### config.mk
export PLATFORM = sky130hd
export DESIGN_NAME = fma_special_resolve
export DESIGN_NICKNAME = d
export VERILOG_FILES = /design/src/rtl/fsr_pkg.sv /design/src/rtl/fsr_classify.sv /design/src/rtl/fsr_nan_pick.sv /design/src/rtl/fsr_infzero.sv /design/src/rtl/fma_special_resolve.sv
export SDC_FILE = /design/constraint.sdc
export NUM_CORES = 1
export LEC_CHECK = 0
export BUFFER_PORTS_ARGS = -buffer_cell sky130_fd_sc_hd__clkbuf_2
export CORE_ASPECT_RATIO = 0.6
export CORE_MARGIN = 2
export CORE_UTILIZATION = 28
export DETAILED_ROUTE_END_ITERATION = 16
export PLACE_DENSITY = 0.67
export SYNTH_ARGS = -nofsm -noshare
export SYNTH_HDL_FRONTEND = slang
export SYNTH_SLANG_ARGS = --single-unit
### constraint.sdc
create_clock -name vclk -period 2.7
set_input_delay 0.135 -clock vclk [all_inputs]
set_output_delay 0.135 -clock vclk [all_outputs]
set_load 0.005 [all_outputs]
### src/rtl/fsr_pkg.sv
package fsr_pkg;
   typedef enum logic [2:0] {
      CLS_ZERO = 3'd0,
      CLS_SUB  = 3'd1,
      CLS_NORM = 3'd2,
      CLS_INF  = 3'd3,
      CLS_QNAN = 3'd4,
      CLS_SNAN = 3'd5
   } opclass_e;

   localparam int unsigned NUM_OPS = 3;  // index 0 = z, 1 = x, 2 = y
endpackage

### src/rtl/fsr_classify.sv
module fsr_classify
   import fsr_pkg::*;
#(
   parameter int unsigned EXP_W = 8,
   parameter int unsigned MAN_W = 23,
   localparam int unsigned W = 1 + EXP_W + MAN_W
) (
   input  logic [W-1:0] op,
   output opclass_e     cls
);
   logic [EXP_W-1:0] expf;
   logic [MAN_W-1:0] frac;
   logic             exp_max;
   logic             exp_min;
   logic             frac_nz;

   assign expf    = op[W-2 -: EXP_W];
   assign frac    = op[MAN_W-1:0];
   assign exp_max = &expf;
   assign exp_min = ~|expf;
   assign frac_nz = |frac;

   always_comb begin
      if (exp_max) begin
         if (!frac_nz)              cls = CLS_INF;
         else if (frac[MAN_W-1])    cls = CLS_QNAN;
         else                       cls = CLS_SNAN;
      end else if (exp_min) begin
         cls = frac_nz ? CLS_SUB : CLS_ZERO;
      end else begin
         cls = CLS_NORM;
      end
   end
endmodule

### src/rtl/fsr_nan_pick.sv
module fsr_nan_pick
   import fsr_pkg::*;
#(
   parameter int unsigned EXP_W = 8,
   parameter int unsigned MAN_W = 23,
   localparam int unsigned W = 1 + EXP_W + MAN_W
) (
   input  logic [W-1:0] ops [NUM_OPS],
   input  opclass_e     cls [NUM_OPS],
   output logic         nan_hit,
   output logic [W-1:0] nan_result,
   output logic         nan_invalid
);
   localparam logic [W-1:0] QUIET_MASK = W'(1) << (MAN_W - 1);

   // Walk from the lowest priority up so that the earliest operand wins;
   // the signalling pass runs last so it overrides any quiet pick.
   always_comb begin
      nan_hit     = 1'b0;
      nan_result  = '0;
      nan_invalid = 1'b0;
      for (int i = NUM_OPS - 1; i >= 0; i--) begin
         if (cls[i] == CLS_QNAN) begin
            nan_hit    = 1'b1;
            nan_result = ops[i];
         end
      end
      for (int i = NUM_OPS - 1; i >= 0; i--) begin
         if (cls[i] == CLS_SNAN) begin
            nan_hit     = 1'b1;
            nan_invalid = 1'b1;
            nan_result  = ops[i] | QUIET_MASK;
         end
      end
   end
endmodule

### src/rtl/fsr_infzero.sv
module fsr_infzero
   import fsr_pkg::*;
#(
   parameter int unsigned EXP_W = 8,
   parameter int unsigned MAN_W = 23,
   localparam int unsigned W = 1 + EXP_W + MAN_W
) (
   input  opclass_e     z_cls,
   input  opclass_e     x_cls,
   input  opclass_e     y_cls,
   input  logic [W-2:0] z_mag,
   input  logic         p_sign,
   input  logic         a_sign,
   input  logic         rnd_down,
   output logic         hit,
   output logic [W-1:0] result,
   output logic         invalid
);
   localparam logic [W-1:0] DEF_NAN =
      {1'b0, {EXP_W{1'b1}}, 1'b1, {(MAN_W-1){1'b0}}};

   logic p_inf, p_zero, z_inf, z_zero;

   assign p_inf  = (x_cls == CLS_INF)  || (y_cls == CLS_INF);
   assign p_zero = (x_cls == CLS_ZERO) || (y_cls == CLS_ZERO);
   assign z_inf  = (z_cls == CLS_INF);
   assign z_zero = (z_cls == CLS_ZERO);

   function automatic logic [W-1:0] inf_of(input logic s);
      return {s, {EXP_W{1'b1}}, {MAN_W{1'b0}}};
   endfunction

   function automatic logic [W-1:0] zero_of(input logic s);
      return {s, {(W-1){1'b0}}};
   endfunction

   always_comb begin
      hit     = 1'b1;
      invalid = 1'b0;
      result  = '0;
      if (p_inf && p_zero) begin
         invalid = 1'b1;
         result  = DEF_NAN;
      end else if (p_inf) begin
         if (z_inf && (a_sign != p_sign)) begin
            invalid = 1'b1;
            result  = DEF_NAN;
         end else begin
            result = inf_of(p_sign);
         end
      end else if (z_inf) begin
         result = inf_of(a_sign);
      end else if (p_zero) begin
         if (!z_zero)               result = {a_sign, z_mag};
         else if (a_sign == p_sign) result = zero_of(a_sign);
         else                       result = zero_of(rnd_down);
      end else begin
         hit = 1'b0;
      end
   end
endmodule

### src/rtl/fma_special_resolve.sv
module fma_special_resolve
   import fsr_pkg::*;
#(
   parameter int unsigned EXP_W = 8,
   parameter int unsigned MAN_W = 23,
   localparam int unsigned W = 1 + EXP_W + MAN_W
) (
   input  logic [W-1:0] z_op,
   input  logic [W-1:0] x_op,
   input  logic [W-1:0] y_op,
   input  logic         negate_prod,
   input  logic         negate_addend,
   input  logic         round_down,
   output logic         bypass_valid,
   output logic [W-1:0] bypass_result,
   output logic         invalid_op,
   output logic         prod_sign,
   output logic         addend_sign
);
   localparam logic [W-1:0] DEF_NAN =
      {1'b0, {EXP_W{1'b1}}, 1'b1, {(MAN_W-1){1'b0}}};

   generate
      if (EXP_W < 2 || EXP_W > 15) begin : g_bad_exp
         $error("fma_special_resolve: EXP_W out of range");
      end
      if (MAN_W < 2) begin : g_bad_man
         $error("fma_special_resolve: MAN_W must leave room for a quiet bit and payload");
      end
   endgenerate

   logic [W-1:0] ops [NUM_OPS];
   opclass_e     cls [NUM_OPS];

   assign ops[0] = z_op;
   assign ops[1] = x_op;
   assign ops[2] = y_op;

   generate
      for (genvar g = 0; g < NUM_OPS; g++) begin : g_cls
         fsr_classify #(.EXP_W(EXP_W), .MAN_W(MAN_W)) u_cls (
            .op  (ops[g]),
            .cls (cls[g])
         );
      end
   endgenerate

   assign prod_sign   = x_op[W-1] ^ y_op[W-1] ^ negate_prod;
   assign addend_sign = z_op[W-1] ^ negate_addend;

   logic         nan_hit, nan_inv;
   logic [W-1:0] nan_res;

   fsr_nan_pick #(.EXP_W(EXP_W), .MAN_W(MAN_W)) u_nan (
      .ops         (ops),
      .cls         (cls),
      .nan_hit     (nan_hit),
      .nan_result  (nan_res),
      .nan_invalid (nan_inv)
   );

   logic         iz_hit, iz_inv;
   logic [W-1:0] iz_res;

   fsr_infzero #(.EXP_W(EXP_W), .MAN_W(MAN_W)) u_iz (
      .z_cls    (cls[0]),
      .x_cls    (cls[1]),
      .y_cls    (cls[2]),
      .z_mag    (z_op[W-2:0]),
      .p_sign   (prod_sign),
      .a_sign   (addend_sign),
      .rnd_down (round_down),
      .hit      (iz_hit),
      .result   (iz_res),
      .invalid  (iz_inv)
   );

   always_comb begin
      if (nan_hit) begin
         bypass_valid  = 1'b1;
         bypass_result = nan_res;
         invalid_op    = nan_inv;
      end else begin
         bypass_valid  = iz_hit;
         bypass_result = iz_res;
         invalid_op    = iz_inv;
      end
   end

   // Checks against the class decode and the final mux outputs
   logic any_snan, any_qnan, any_inf_mul;
   always_comb begin
      any_snan = 1'b0;
      any_qnan = 1'b0;
      for (int i = 0; i < NUM_OPS; i++) begin
         if (cls[i] == CLS_SNAN) any_snan = 1'b1;
         if (cls[i] == CLS_QNAN) any_qnan = 1'b1;
      end
      any_inf_mul = (cls[1] == CLS_INF) || (cls[2] == CLS_INF);
   end

   always_comb begin
      if (any_snan)
         assert_snan_flags_R2: assert (invalid_op && bypass_valid)
            else $error("signalling NaN without invalid flag");
      if (!any_snan && any_qnan)
         assert_qnan_quiet_R3: assert (!invalid_op && bypass_valid)
            else $error("quiet NaN raised a flag or was not bypassed");
      if (invalid_op && !any_snan)
         assert_default_nan_R4: assert (bypass_result == DEF_NAN)
            else $error("invalid result is not the default NaN");
      if (!any_snan && !any_qnan && any_inf_mul && !invalid_op)
         assert_inf_sign_R6: assert (bypass_valid &&
                                     bypass_result == {prod_sign, {EXP_W{1'b1}}, {MAN_W{1'b0}}})
            else $error("infinite product did not yield signed infinity");
      if (!bypass_valid)
         assert_idle_R11: assert (!invalid_op && bypass_result == '0)
            else $error("idle outputs not quiet");
   end
endmodule

# Word-level counts from Yosys, hierarchy flattened
# Cells that the tools add are included.
dict set report totals {
  regBits 0
  out_inout_bits 36
}
dict set report classes {
  muxes 47
  n_reduce_logical 16
  bitwise 3
  eq_ne 11
}
# op n
set op_table {}
lappend op_table {{2-to-1 mux 32 bit} 14}
lappend op_table {{OR reduction 23 bit} 3}
lappend op_table {{2-to-1 mux 3 bit} 9}
lappend op_table {{2-to-1 mux 1 bit} 24}
lappend op_table {{AND reduction 8 bit} 3}
lappend op_table {{OR reduction 8 bit} 3}
lappend op_table {{equality test 3 bit, second input constant} 6}
lappend op_table {{equality test 3 x 2 -> 1 bit, second input constant} 3}
lappend op_table {{logical NOT 3 bit} 3}
lappend op_table {{XOR 1 bit} 3}
lappend op_table {{logical AND 1 bit} 2}
lappend op_table {{logical OR 1 bit} 2}
lappend op_table {{equality test 1 bit} 1}
lappend op_table {{!= test 1 bit} 1}

# Logic depth before layout (Yosys ltp)
dict set report logic_depth {
  word_depth 12
  mapped_depth 9
  depth_no_buf 7
}

# Modules after synthesis
# A second synthesis with hierarchy kept.
dict set report unflattened {
  cells_unflattened 440
  hier_area_um2 2996.6
}
# mod area_each_um2 seq_area_each_um2 instances cells_each
set by_module_without_submodules {}
lappend by_module_without_submodules {fsr_nan_pick 1487.7 0.0 1 269}
lappend by_module_without_submodules {fsr_infzero 591.8 0.0 1 80}
lappend by_module_without_submodules {fma_special_resolve 590.6 0.0 1 40}
lappend by_module_without_submodules {fsr_classify 108.9 0.0 3 17}

# Least setup slack after synthesis
# No wires, ideal clock.
dict set report synth_path {
  path_type {input to output}
  startpoint {input port x_op[19]}
  endpoint {output port bypass_result[1]}
  arrival_ns 1.601
  stages 8
  t_required_ns 2.565
  slack_ns 0.964
  cell_sequence {nor4_1 -> nand4_1 -> o21ai_2 -> and4b_4 -> buf_6 -> a22o_1 -> and2b_1 -> o22a_1}
}
dict set report synth_between {
  elab_chain_cells 11
  elab_cells_between_ends 27
  classes_between {eq/ne (3); mux (19); reduce/logical (5)}
}
# item line
set synth_lines {}
lappend synth_lines {{start: declaration} fma_special_resolve.sv:9} ;# input logic [W-1:0] x_op,
lappend synth_lines {{OR reduction 23 bit *} fsr_classify.sv:21} ;# assign frac_nz = |frac;
lappend synth_lines {{2-to-1 mux 1 bit} fsr_classify.sv:29} ;# cls = frac_nz ? CLS_SUB : CLS_ZERO;
lappend synth_lines {{2-to-1 mux 3 bit} fsr_classify.sv:28} ;# end else if (exp_min) begin
lappend synth_lines {{2-to-1 mux 3 bit *} fsr_classify.sv:24} ;# if (exp_max) begin
lappend synth_lines {{equality test 3 bit or logical NOT 3 bit (tied branches)} {fsr_nan_pick.sv:23, fsr_infzero.sv:25}}
lappend synth_lines {{2-to-1 mux 32 bit (tied with other cells) (2 in a row)} fsr_nan_pick.sv:23} ;# if (cls[i] == CLS_QNAN) begin
lappend synth_lines {{2-to-1 mux 32 bit (tied with other cells) (3 in a row)} fsr_nan_pick.sv:29} ;# if (cls[i] == CLS_SNAN) begin
lappend synth_lines {{2-to-1 mux 32 bit *} fma_special_resolve.sv:79} ;# if (nan_hit) begin
lappend synth_lines {{end: declaration} fma_special_resolve.sv:15} ;# output logic [W-1:0] bypass_result,
# Mark *: on every way between the ends. The rest lies on a longest branch, timed or not.

# Final worst setup path
dict set report layout_path {
  startpoint {input port y_op[17]}
  endpoint {output port bypass_result[1]}
}
dict set report layout_between {
  elab_chain_cells 12
  elab_cells_between_ends 29
  classes_between {eq/ne (3); mux (21); reduce/logical (5)}
}
# item line
set layout_lines {}
lappend layout_lines {{start: declaration} fma_special_resolve.sv:10} ;# input logic [W-1:0] y_op,
lappend layout_lines {{OR reduction 23 bit *} fsr_classify.sv:21}
lappend layout_lines {{2-to-1 mux 1 bit} fsr_classify.sv:29}
lappend layout_lines {{2-to-1 mux 3 bit} fsr_classify.sv:28}
lappend layout_lines {{2-to-1 mux 3 bit *} fsr_classify.sv:24}
lappend layout_lines {{equality test 3 bit} -}
lappend layout_lines {{2-to-1 mux 32 bit or 2-to-1 mux 1 bit (tied branches) (3 in a row)} fsr_nan_pick.sv:23}
lappend layout_lines {{2-to-1 mux 32 bit or 2-to-1 mux 1 bit (tied branches) (3 in a row)} fsr_nan_pick.sv:29}
lappend layout_lines {{2-to-1 mux 32 bit *} fma_special_resolve.sv:79}
# Marks and branches as above.

==> reports/results.tsv <==
stage	metric	value	unit
floorplan	Die W	90.2	um
floorplan	# rows	18	
place	dpl cells	386	
timing	RSZ-0062 raised after global routing	no	
global_route	vias in the first global route	1963	
route	TritonRoute pass-1 iters	5	
route	antenna-violating nets left	0	
logic_synthesis	Post-Syn Instances	193	
global_route	global router's overall resource usage	22.0	%
route	detail-routed via count per cell	5.69	
global_route	initial antenna violation count	0	
global_route	met3 Use GR	2.57	%
global_route	gr ovfl total	0	
cells_and_area	Finished Core Util	47.6	%
logic_synthesis	Avg Cell Area, Syn	6.47	sq um
place	Buffers on Ports	135	
global_route	first-pass GRT wire length	9500	um
setup_path	endpoint class of the critical path	output port	
cells_and_area	FF+latch count	0	
logic_synthesis	post-synthesis sequential area ratio	0	%
setup_path	Worst Path Required	2.57	ns
pwr	Worst VDD drop	41.8	uV
global_route	most used routing layer	met1	
route	# DRC	0	
setup_path	CP Max Fanout	14	
route	wire length per cell	15.5	um
cells_and_area	register area	0	sq um
global_route	M1 GR Usage	35.0	%
clock_network	Post-CTS Setup Bufs	0	
setup_path	CP startpoint kind	input port	
logic_synthesis	ranking of synthesized cells by area	a22oi_1 13%, o2bb2ai_1 12%, nor4_1 11%, nand2b_1 9.5%, o21ai_0 5.6%	
logic_synthesis	Synth top area share	12.6	%
timing	worst-margin pin slew	0.695	ns
route	DR iter-0 viols	185	
cells_and_area	clk_buf instances	0	
logic_synthesis	Synth cell types	42	
status	outcome	finished clean	
global_route	GRT met2 Usage	33.3	%
setup_path	Setup CP Type	input port to output port	
clock_network	Post-CTS Resized	0	
logic_synthesis	cell taking the most area after synthesis	a22oi_1	
floorplan	num ports	135	
timing	Final setup viols	0	
floorplan	Die Span Y	55.7	um
logic_synthesis	Post-Syn Area	0.00125	sq mm
cells_and_area	layout cell share with drive strength beyond 1	45.1	%
floorplan	Core Footprint	0.00419	sq mm
timing	Sum Neg Setup Slack	0	ns
timing	fin. max-slew vios	0	
pwr	leakage	1.02	nW
setup_path	Critical Path AT	2.34	ns
logic_synthesis	Yosys warning count	0	
timing	hold_ws	0.570	ns
cells_and_area	Ant. Diodes	0	
floorplan	Initial Utilization	29.8	%
timing	final hold viol count	0	
timing	relative slew slack	53.6	%
cells_and_area	Syn-to-layout area delta	59.5	%
pwr	total power draw	0.149	mW
pwr	PD cells	74.9	mW/mm^2
cells_and_area	nets@finish	427	
logic_synthesis	Synthesized Nets	292	
timing	Tmin final	2.47	ns
min_path	Hold Crit Class	input port to output port	
run	Max Cap Violations	0	
cells_and_area	fin cells	386	
global_route	largest net degree at the start of global routing	21	
route	vias after detailed routing	2195	
place	half-perimeter wire length after placement	5170	um
place	gpl congestion	0.869	
clock_network	Post-CTS Hold Buffers	0	
route	overall routed net length	5980	um
timing	Final Cycle Share	91.5	%
timing	fmax	0.405	GHz
floorplan	Die Area	0.00503	sq mm
## through the flow
step | cell area, sq um | setup slack (ns)
6_report | 1990 | 0.229
4_1_cts | 1990 | 0.312
3_3_place_gp | 1990 | 0.358
5_1_grt | 1990 | 0.0871
3_5_place_dp | 1990 | 0.320
2_1_floorplan | 1250 | 0.964
## per-layer routing
layer / wire length, um / up-vias
li1: - / 1058
met1: 2850 / 1004
met5: 0 / -
met3: 636 / 0
met2: 2490 / 133
met4: 0 / 0
## layout by cell type (no fill, tap or decap), types with 2 or more instances in the layout
master     netlist  layout
a211o_1          2       2
a21oi_1          3       3
a22o_1           3       3
a22oi_1         21      21
a31oi_1          2       2
a32oi_1          2       2
and2_1           2       2
buf_4            2       5
clkbuf_2         0     135
inv_1           13      13
mux2i_1          2       2
nand2_1         10      10
nand2b_1        19      19
nand4_1          9       9
nor2_1           8       8
nor3_1           9       9
nor3_2           2       2
nor4_1          21      21
o21a_1           2       2
o21ai_0         14      14
o21ai_1          3       3
o21ai_2          2       2
o21bai_1         2       2
o2bb2ai_1       17      17
xnor2_1          3       3
## cells in the mapped netlist, types with 3 or more instances
| master | n |
|---|---|
| a22oi_1 | 21 |
| nor4_1 | 21 |
| nand2b_1 | 19 |
| o2bb2ai_1 | 17 |
| o21ai_0 | 14 |
| inv_1 | 13 |
| nand2_1 | 10 |
| nand4_1 | 9 |
| nor3_1 | 9 |
| nor2_1 | 8 |
| a21oi_1 | 3 |
| a22o_1 | 3 |
| buf_2 | 3 |
| o21ai_1 | 3 |
| xnor2_1 | 3 |
## final timing paths
path / from / end / slack, ns / cells past startpoint
worst max-delay path: y_op[17] / bypass_result[1] / 0.23 / 9
worst min-delay path: z_op[9] / bypass_result[9] / 0.57 / 3
## kinds of logic after synthesis
kind of cell           Yosys count  share of synthesized area, %
AND/OR/NAND/NOR                 88                          41.3
AO/OA/AOI/OAI                   79                          46.8
buffers and inverters           20                          7.51
XOR/XNOR                         4                          2.81
multiplexers                     2                          1.60
## cell type report
| class | instances | area, sq um |
|---|---|---|
| fill | 461 | 2200 |
| inverter | 13 | 48.8 |
| multi-input combinational | 173 | 1150 |
| tap | 60 | 75.1 |
| timing repair buffer | 140 | 713 |
## worst max-delay path: stages
cell and delay, ns:
clkbuf_2 0.09, nor4_1 0.42, nand4_1 0.19, o21a_1 0.31, o21ai_2 0.52, a22o_1 0.27, and2b_1 0.13, o22a_1 0.14
clkbuf_2 0.11
## where the power goes
part	internal, mW	switching [mW]
Combinational	0.0733	0.0759
Clock	0	0
Sequential	0	0
No activity file was read; power rests on OpenSTA's default activity.
